==> src/rtl/pacer_pkg.sv <==
package pacer_pkg;
  typedef enum logic [0:0] {
    PACE_DIVIDED = 1'b0,
    PACE_EVERY   = 1'b1
  } pace_mode_e;
endpackage

==> src/rtl/pacer_divider.sv <==
module pacer_divider
  import pacer_pkg::*;
#(
  parameter int DIV_W = 32
) (
  input  logic             clk,
  input  logic             rst,
  input  logic             clr,
  input  logic             run,
  input  pace_mode_e       mode,
  input  logic [DIV_W-1:0] div_max,
  output logic             sample_en
);
  logic [DIV_W-1:0] cnt_q;
  logic             en_q;

  always_ff @(posedge clk) begin
    if (rst || clr) begin
      cnt_q <= '0;
      en_q  <= 1'b0;
    end else if (!run) begin
      en_q <= 1'b0;
    end else if (mode == PACE_EVERY) begin
      cnt_q <= '0;
      en_q  <= 1'b1;
    end else if (cnt_q >= div_max) begin
      cnt_q <= '0;
      en_q  <= 1'b1;
    end else begin
      cnt_q <= cnt_q + 1'b1;
      en_q  <= 1'b0;
    end
  end

  assign sample_en = en_q;

  // in divided mode with a nonzero maximum a strobe never repeats back to back
  a_r2_single_pulse: assert property (@(posedge clk) disable iff (rst)
    (en_q && run && mode == PACE_DIVIDED && div_max != '0) |=> !en_q);

  // every-cycle mode keeps the strobe high
  a_r3_every_cycle: assert property (@(posedge clk) disable iff (rst)
    (run && !clr && mode == PACE_EVERY) |=> en_q);
endmodule

==> src/rtl/pacer_tick.sv <==
module pacer_tick #(
  parameter int TICK_CYCLES = 100000
) (
  input  logic clk,
  input  logic rst,
  input  logic clr,
  input  logic run,
  output logic tick
);
  localparam int PW = (TICK_CYCLES > 2) ? $clog2(TICK_CYCLES) : 1;
  localparam logic [PW-1:0] LAST = PW'(TICK_CYCLES - 1);

  logic [PW-1:0] pre_q;
  logic          tick_q;

  always_ff @(posedge clk) begin
    if (rst || clr) begin
      pre_q  <= '0;
      tick_q <= 1'b0;
    end else if (run) begin
      if (pre_q == LAST) begin
        pre_q  <= '0;
        tick_q <= 1'b1;
      end else begin
        pre_q  <= pre_q + 1'b1;
        tick_q <= 1'b0;
      end
    end else begin
      tick_q <= 1'b0;
    end
  end

  assign tick = tick_q;

  // prescaler stays within one tick period
  a_r6_prescale_range: assert property (@(posedge clk) disable iff (rst)
    pre_q <= LAST);
endmodule

==> src/rtl/pacer_elapsed.sv <==
module pacer_elapsed #(
  parameter int DUR_W = 32
) (
  input  logic             clk,
  input  logic             rst,
  input  logic             clr,
  input  logic             run,
  input  logic             tick,
  output logic [DUR_W-1:0] count
);
  logic [DUR_W-1:0] cnt_q;

  always_ff @(posedge clk) begin
    if (rst || clr) begin
      cnt_q <= '0;
    end else if (run && tick && (cnt_q != '1)) begin
      cnt_q <= cnt_q + 1'b1;
    end
  end

  assign count = cnt_q;

  // the count moves by at most one per cycle unless cleared
  a_r6_single_step: assert property (@(posedge clk) disable iff (rst)
    !clr |=> (cnt_q == $past(cnt_q) || cnt_q == $past(cnt_q) + 1'b1));
endmodule

==> src/rtl/sample_pacer.sv <==
module sample_pacer
  import pacer_pkg::*;
#(
  parameter int DIV_W       = 32,
  parameter int DUR_W       = 32,
  parameter int TICK_CYCLES = 100000
) (
  input  logic             clk,
  input  logic             rst,
  input  logic             cap_start,
  input  logic             bypass,
  input  logic             ext_clk_sel,
  input  logic [DIV_W-1:0] div_max,
  input  logic [DUR_W-1:0] dur_limit,
  output logic             sample_en,
  output logic [DUR_W-1:0] elapsed,
  output logic             running,
  output logic             stop_req
);
  logic       run_q;
  logic       stop_q;
  logic       tick;
  pace_mode_e mode;

  assign mode = (bypass || ext_clk_sel || div_max == '0) ? PACE_EVERY : PACE_DIVIDED;

  always_ff @(posedge clk) begin
    if (rst) begin
      run_q  <= 1'b0;
      stop_q <= 1'b0;
    end else if (cap_start) begin
      run_q  <= 1'b1;
      stop_q <= 1'b0;
    end else if (run_q && (elapsed >= dur_limit)) begin
      run_q  <= 1'b0;
      stop_q <= 1'b1;
    end
  end

  pacer_divider #(.DIV_W(DIV_W)) u_div (
    .clk(clk), .rst(rst), .clr(cap_start), .run(run_q),
    .mode(mode), .div_max(div_max), .sample_en(sample_en)
  );

  pacer_tick #(.TICK_CYCLES(TICK_CYCLES)) u_tick (
    .clk(clk), .rst(rst), .clr(cap_start), .run(run_q), .tick(tick)
  );

  pacer_elapsed #(.DUR_W(DUR_W)) u_elapsed (
    .clk(clk), .rst(rst), .clr(cap_start), .run(run_q),
    .tick(tick), .count(elapsed)
  );

  assign running  = run_q;
  assign stop_req = stop_q;

  // reaching the limit ends the capture on the next cycle
  a_r7_limit_stops: assert property (@(posedge clk) disable iff (rst)
    (run_q && !cap_start && elapsed >= dur_limit) |=> (stop_q && !run_q));

  // a stop request never coexists with a running capture
  a_r7_stop_exclusive: assert property (@(posedge clk) disable iff (rst)
    stop_q |-> !run_q);

  // idle time leaves the elapsed count untouched
  a_r9_idle_frozen: assert property (@(posedge clk) disable iff (rst)
    (!run_q && !cap_start) |=> $stable(elapsed));
endmodule

==> config.mk <==
export PLATFORM = sky130hd
export DESIGN_NAME = sample_pacer
export DESIGN_NICKNAME = d
export VERILOG_FILES = /design/src/rtl/pacer_pkg.sv /design/src/rtl/pacer_divider.sv /design/src/rtl/pacer_tick.sv /design/src/rtl/pacer_elapsed.sv /design/src/rtl/sample_pacer.sv
export SDC_FILE = /design/constraint.sdc
export NUM_CORES = 1
export LEC_CHECK = 0
export BUFFER_PORTS_ARGS = -buffer_cell sky130_fd_sc_hd__buf_2
export CAP_MARGIN = 20
export CORE_ASPECT_RATIO = 1.2
export CORE_MARGIN = 5
export CORE_UTILIZATION = 57
export DETAILED_ROUTE_END_ITERATION = 10
export GPL_ROUTABILITY_DRIVEN = 1
export PLACE_DENSITY = 0.81
export SYNTH_ARGS = -nofsm -noshare
export SYNTH_HDL_FRONTEND = slang
export SYNTH_HIERARCHICAL = 1
export SYNTH_SLANG_ARGS = --single-unit
==> constraint.sdc <==
create_clock -name clk -period 4.1 [get_ports clk]
set_clock_uncertainty 0.2 [all_clocks]
set_input_delay 1.23 -clock clk [delete_from_list [all_inputs] [get_ports clk]]
set_output_delay 1.23 -clock clk [all_outputs]
set_load 0.01 [all_outputs]
# Word-level counts from Yosys, hierarchy flattened
# Cells that the tools add are included.
# word_totals
elab_cells	34
in_bits	69
output_inout_bits	35
reg_bits	85
# op_classes
add_sub_neg	3
bitwise	1
reduce_logical	10
muxes	9
n_lt_le_gt_ge	2
eq_ne	2
# ops
operator	n
32-bit by 1-bit adder with 32-bit output, second input constant	2
32-bit greater-or-equal comparator	2
32-bit two-way mux	2
32-bit zero test	1
32-bit inequality test, second input constant	1
17-bit by 1-bit adder with 17-bit output, second input constant	1
17-bit equality test, second input constant	1
17-bit two-way mux	1
1-bit two-way mux	6
2-bit OR reduction	2
1-bit logical AND	3
1-bit logical OR	3
2-bit nonzero test	1
1-bit inverter	1

# Longest topological paths before layout
# depth
word_depth	4
mapped_depth	9
mapped_depth_nobuf	8

# Hierarchy
# The synthesis kept the hierarchy.
# by_module_without_submodules
mod	cells_each	seq_area_each_um2	area_per_inst_um2	instances
pacer_divider	289	660.6	2331.0	1
pacer_elapsed	204	640.6	1716.6	1
sample_pacer	130	40.0	939.7	1
pacer_tick	97	360.3	857.1	1

# Worst setup path after synthesis
# No wires, ideal clock.
# synth_timing
path_kind	in2reg
from	input port div_max[15]
to	register u_div.cnt_q[13]
setup_time_ns	0.132
setup_slack_ns	0.598
n_path_buf	1
path_stages	9
required_ns	3.768
arrival_ns	3.170
path_cell_list	inv_1 > ha_1 > nand4_1 > nor3_2 > or4b_1 > a311o_2 > a21oi_4 > buf_6 > nor3_1
# synth_between
elab_chain_len	4
word_cells_on_any_way	6
classes_between	1 x order compare; 3 x mux; 2 x reduce/logical
# synth_lines
item	line	rtl
start: declaration	sample_pacer.sv:13	input logic [DIV_W-1:0] div_max,
branches (longest 3 deep; another with 32-bit greater-or-equal comparator)	n/a	
32-bit two-way mux *	pacer_divider.sv:23	end else if (mode == PACE_EVERY) begin
end signal: assignment	pacer_divider.sv:30	cnt_q <= cnt_q + 1'b1;
end: declaration	pacer_divider.sv:14	logic [DIV_W-1:0] cnt_q;
# Every way passes the cells marked *.
# A chain may end at the register's enable or synchronous reset.

# Final worst setup path
# layout_timing
from	input port div_max[15]
to	register u_div.cnt_q[20]
# Same word-level chain as after synthesis.

==> run_results.csv <==
group,metric,value,unit
power_and_ir_drop,seq_power_share,48.1,%
timing,slew_viol_final,0,
logic_synthesis,synth.cell_area,5844,sq um
clocking,clk_pin_slew,0.06,ns
timing,worst_pin_slew,0.8774,ns
timing,final-setup-viol-count,0,
routing,avgRoutedWirePerCell,15.90,microns
routing,vias_per_cell,6.087,
floorplanning,fp.dieArea,12390,sq um
placement,gp_congestion,0.9211,
power_and_ir_drop,p_switching,398.5,uW
layout,finalNetCount,955,
global_routing,gr-usage-met3,3.623,%
clocking,cts_buffers,9,
clocking,insertion_delay,0.33,ns
power_and_ir_drop,clkPwrFrac,43.9,%
critical_path,worst_ep_arrival_time,3.51,ns
clocking,htreeDepth,3,
timing,rsz0062_at_grt,"no",
power_and_ir_drop,power.combinational.fraction,8.0,%
logic_synthesis,avgSynthCellArea,8.117,sq um
power_and_ir_drop,power.density,256.3,nW/um^2
logic_synthesis,synth.most_common_cell,"dfxtp_1",
global_routing,grt.overflow.total,0,
power_and_ir_drop,cell_internal_pwr,1324,uW
layout,multi_input_area,3785,sq um
logic_synthesis,ys_ff_latch,85,
placement,port_buffers,103,
clocking,clock-sinks,85,
critical_path,crit_path_end_kind,"register",
hold_path,hold_class,"reg -> reg",
global_routing,grt_max_degree,33,
clocking,clockBufferDepth,2,
timing,fmax,283.7,MHz
layout,drive_gt1_share,17.72,%
layout,n_fill_cell,806,
critical_path,required,4.09,ns
status,outcome,"finished, final reports clean",
clocking,cts_tree,"built",
clocking,cts_resized,0,
timing,relSlewSlack,41.23,%
logic_synthesis,synth_cells,720,
routing,num_vias,5783,
critical_path,crit_path_start_kind,"input pin",
logic_synthesis,synth_top_area_cell,"dfxtp_1",
floorplanning,die_y,120.9,microns
placement,dp_hpwl,11.41,mm
global_routing,use_met2,43.34,%
logic_synthesis,ys_warn_count,6,
global_routing,antenna_found_initial,0,
floorplanning,initial_core_util,58.39,%
clocking,postCtsSetupRepairBufs,0,
clocking,ctsHoldBuffers,0,
power_and_ir_drop,swShare,23.13,%
routing,dr.pass1.iters,5,
critical_path,max_stage_delay,0.49,ns
global_routing,grt_pass1_wl,25.21,mm
floorplanning,fp.dieW,102.4,microns
routing,drtAntennaViolNets,0,
timing,period_share,85.98,%
timing,fin_crit,3.525,ns
logic_synthesis,yosysSeqAreaShare,29.12,%
clocking,root_buffer,"clkbuf_16",
logic_synthesis,synth_top_area_share,29.12,%
logic_synthesis,netlist-cell-type-count,64,
critical_path,path_cells,"buf_2 > inv_1 > ha_1 > nand4_1 > nor3_2 > or4b_1 > a311o_2 > a21oi_4 > buf_4 > nor3_1",
floorplanning,core_area,10010,sq um
logic_synthesis,ys.flop_type,"dfxtp_1",
logic_synthesis,synth_commonest_cells,"dfxtp_1 (85), inv_1 (70), ha_1 (67), nand2_1 (67), a21oi_1 (56)",
global_routing,grt_pass1_vias,5604,
floorplanning,io_pins,104,
timing,finalHoldViolCount,0,
routing,first_iter_violations,232,
critical_path,crit_fanout,27,
logic_synthesis,synth.area.top_cells,"dfxtp_1 (29%), ha_1 (14%), a21oi_1 (4.8%)",
layout,syn_to_final_growth,14.99,%
routing,routed_wirelength,15.11,mm
critical_path,slowest_stage,"a311o_2",
run,cap_violations,0,
power_and_ir_drop,ir_worst_vdd,0.0002039,V
critical_path,crit_type,"in -> reg",
global_routing,grt.busiest_layer,"met2",
logic_synthesis,synth_edf_count,0,
logic_synthesis,syn-num-nets,856,
layout,utilization,67.14,%
power_and_ir_drop,p_leak,0.002910,uW
global_routing,gr-usage-met1,29.51,%
global_routing,track_usage,24.68,%
floorplanning,row_count,40,
layout,diodes,0,
logic_synthesis,synthArstFlopShare,0,%
timing,final.setup.tns,0,ns
routing,drc,0,
layout,seq_area,1702,sq um
-- through the flow --
| stage | setup slack (ns) | power, uW | std cells | hold WS, ns | area [sq um] |
|---|---|---|---|---|---|
| floorplan | 0.5981 | 926.7 | 720 | 0.2511 | 5844 |
| global placement | 0.3476 | 974.3 | 934 | 0.2629 | 6441 |
| detailed placement | 0.2438 | 983.8 | 934 | 0.2804 | 6441 |
| CTS | 0.5993 | 1732 | 950 | 0.3134 | 6720 |
| global route | 0.3885 | 1794 | 950 | 0.3342 | 6720 |
| finish | 0.5748 | 1723 | 950 | 0.3122 | 6720 |
-- metal layers --
metal,share of wire (%),vias to the layer above
met5,0,-
met4,2.5,0
met3,5.7,33
met2,52,172
met1,40,2743
li1,-,2835
-- flip-flops by register name (all words and copies together), names as in the netlist --
name,cells
u_tick/pre_q,17
running,1
u_div/sample_en,1
u_elapsed/count,32
u_div/cnt_q,32
stop_req,1
u_tick/tick,1
-- final cells by class --
class | count | share of cell area, %
Multi-Input combinational cell | 547 | 56.32
Clock buffer | 12 | 3.817
Tap cell | 126 | 2.346
Clock inverter | 4 | 0.3351
Inverter | 71 | 3.966
Timing Repair Buffer | 105 | 7.894
Sequential cell | 85 | 25.32
-- logic make-up after synthesis --
logic type,after synthesis,synth area share [%]
xor+xnor,44,6.594
mux,1,0.1713
fa+ha+maj,67,14.34
buf+inv,88,6.123
compound gates,134,15.07
flops,85,29.12
simple gates,301,28.58
-- power by group through the flow --
stage | logic [uW] | clock network [uW] | registers, uW
detailed placement | 136 | 0 | 848
finish | 137 | 756 | 829
floorplan | 76.8 | 0 | 850
global placement | 127 | 0 | 848
global route | 155 | 810 | 829
CTS | 137 | 765 | 829
-- cells in the final DEF (no fill, tap or decap), drive strengths merged, types with 2 or more instances in the layout --
| master | count |
|---|---|
| nor4 | 20 |
| or4b | 2 |
| a31o | 3 |
| o31ai | 8 |
| a2111oi | 6 |
| or4 | 11 |
| a21boi | 3 |
| nand4 | 35 |
| xnor2 | 21 |
| nor3b | 2 |
| a21oi | 57 |
| and4 | 8 |
| dfxtp | 85 |
| or3 | 12 |
| nor3 | 37 |
| o21ai | 26 |
| nor2b | 2 |
| clkbuf | 12 |
| a21o | 2 |
| xor2 | 23 |
| a211oi | 2 |
| nand3 | 29 |
| nand4b | 6 |
| nor2 | 37 |
| clkinv | 4 |
| and2 | 6 |
| nand2b | 5 |
| ha | 67 |
| nand2 | 67 |
| inv | 70 |
| o211ai | 6 |
| buf | 105 |
| o21a | 5 |
| or2 | 4 |
| a31oi | 4 |
| and3 | 17 |
-- final timing paths --
check	cells after the start	endpoint	slack, ns	start
max	10	u_div/cnt_q[20]	0.57	div_max[15]
min	2	u_div/cnt_q[1]	0.31	u_div/cnt_q[1]
max reg2reg	8	u_div/cnt_q[20]	1.23	u_div/cnt_q[14]
min reg2reg	2	u_div/cnt_q[1]	0.31	u_div/cnt_q[1]
-- critical path: cells and delay by family --
kind,cells,cell delay (ns)
simple gates,4,0.90
compound gates,2,0.62
buf+inv,3,0.44
fa+ha+maj,1,0.31
Power figures use the tool's default switching activity.
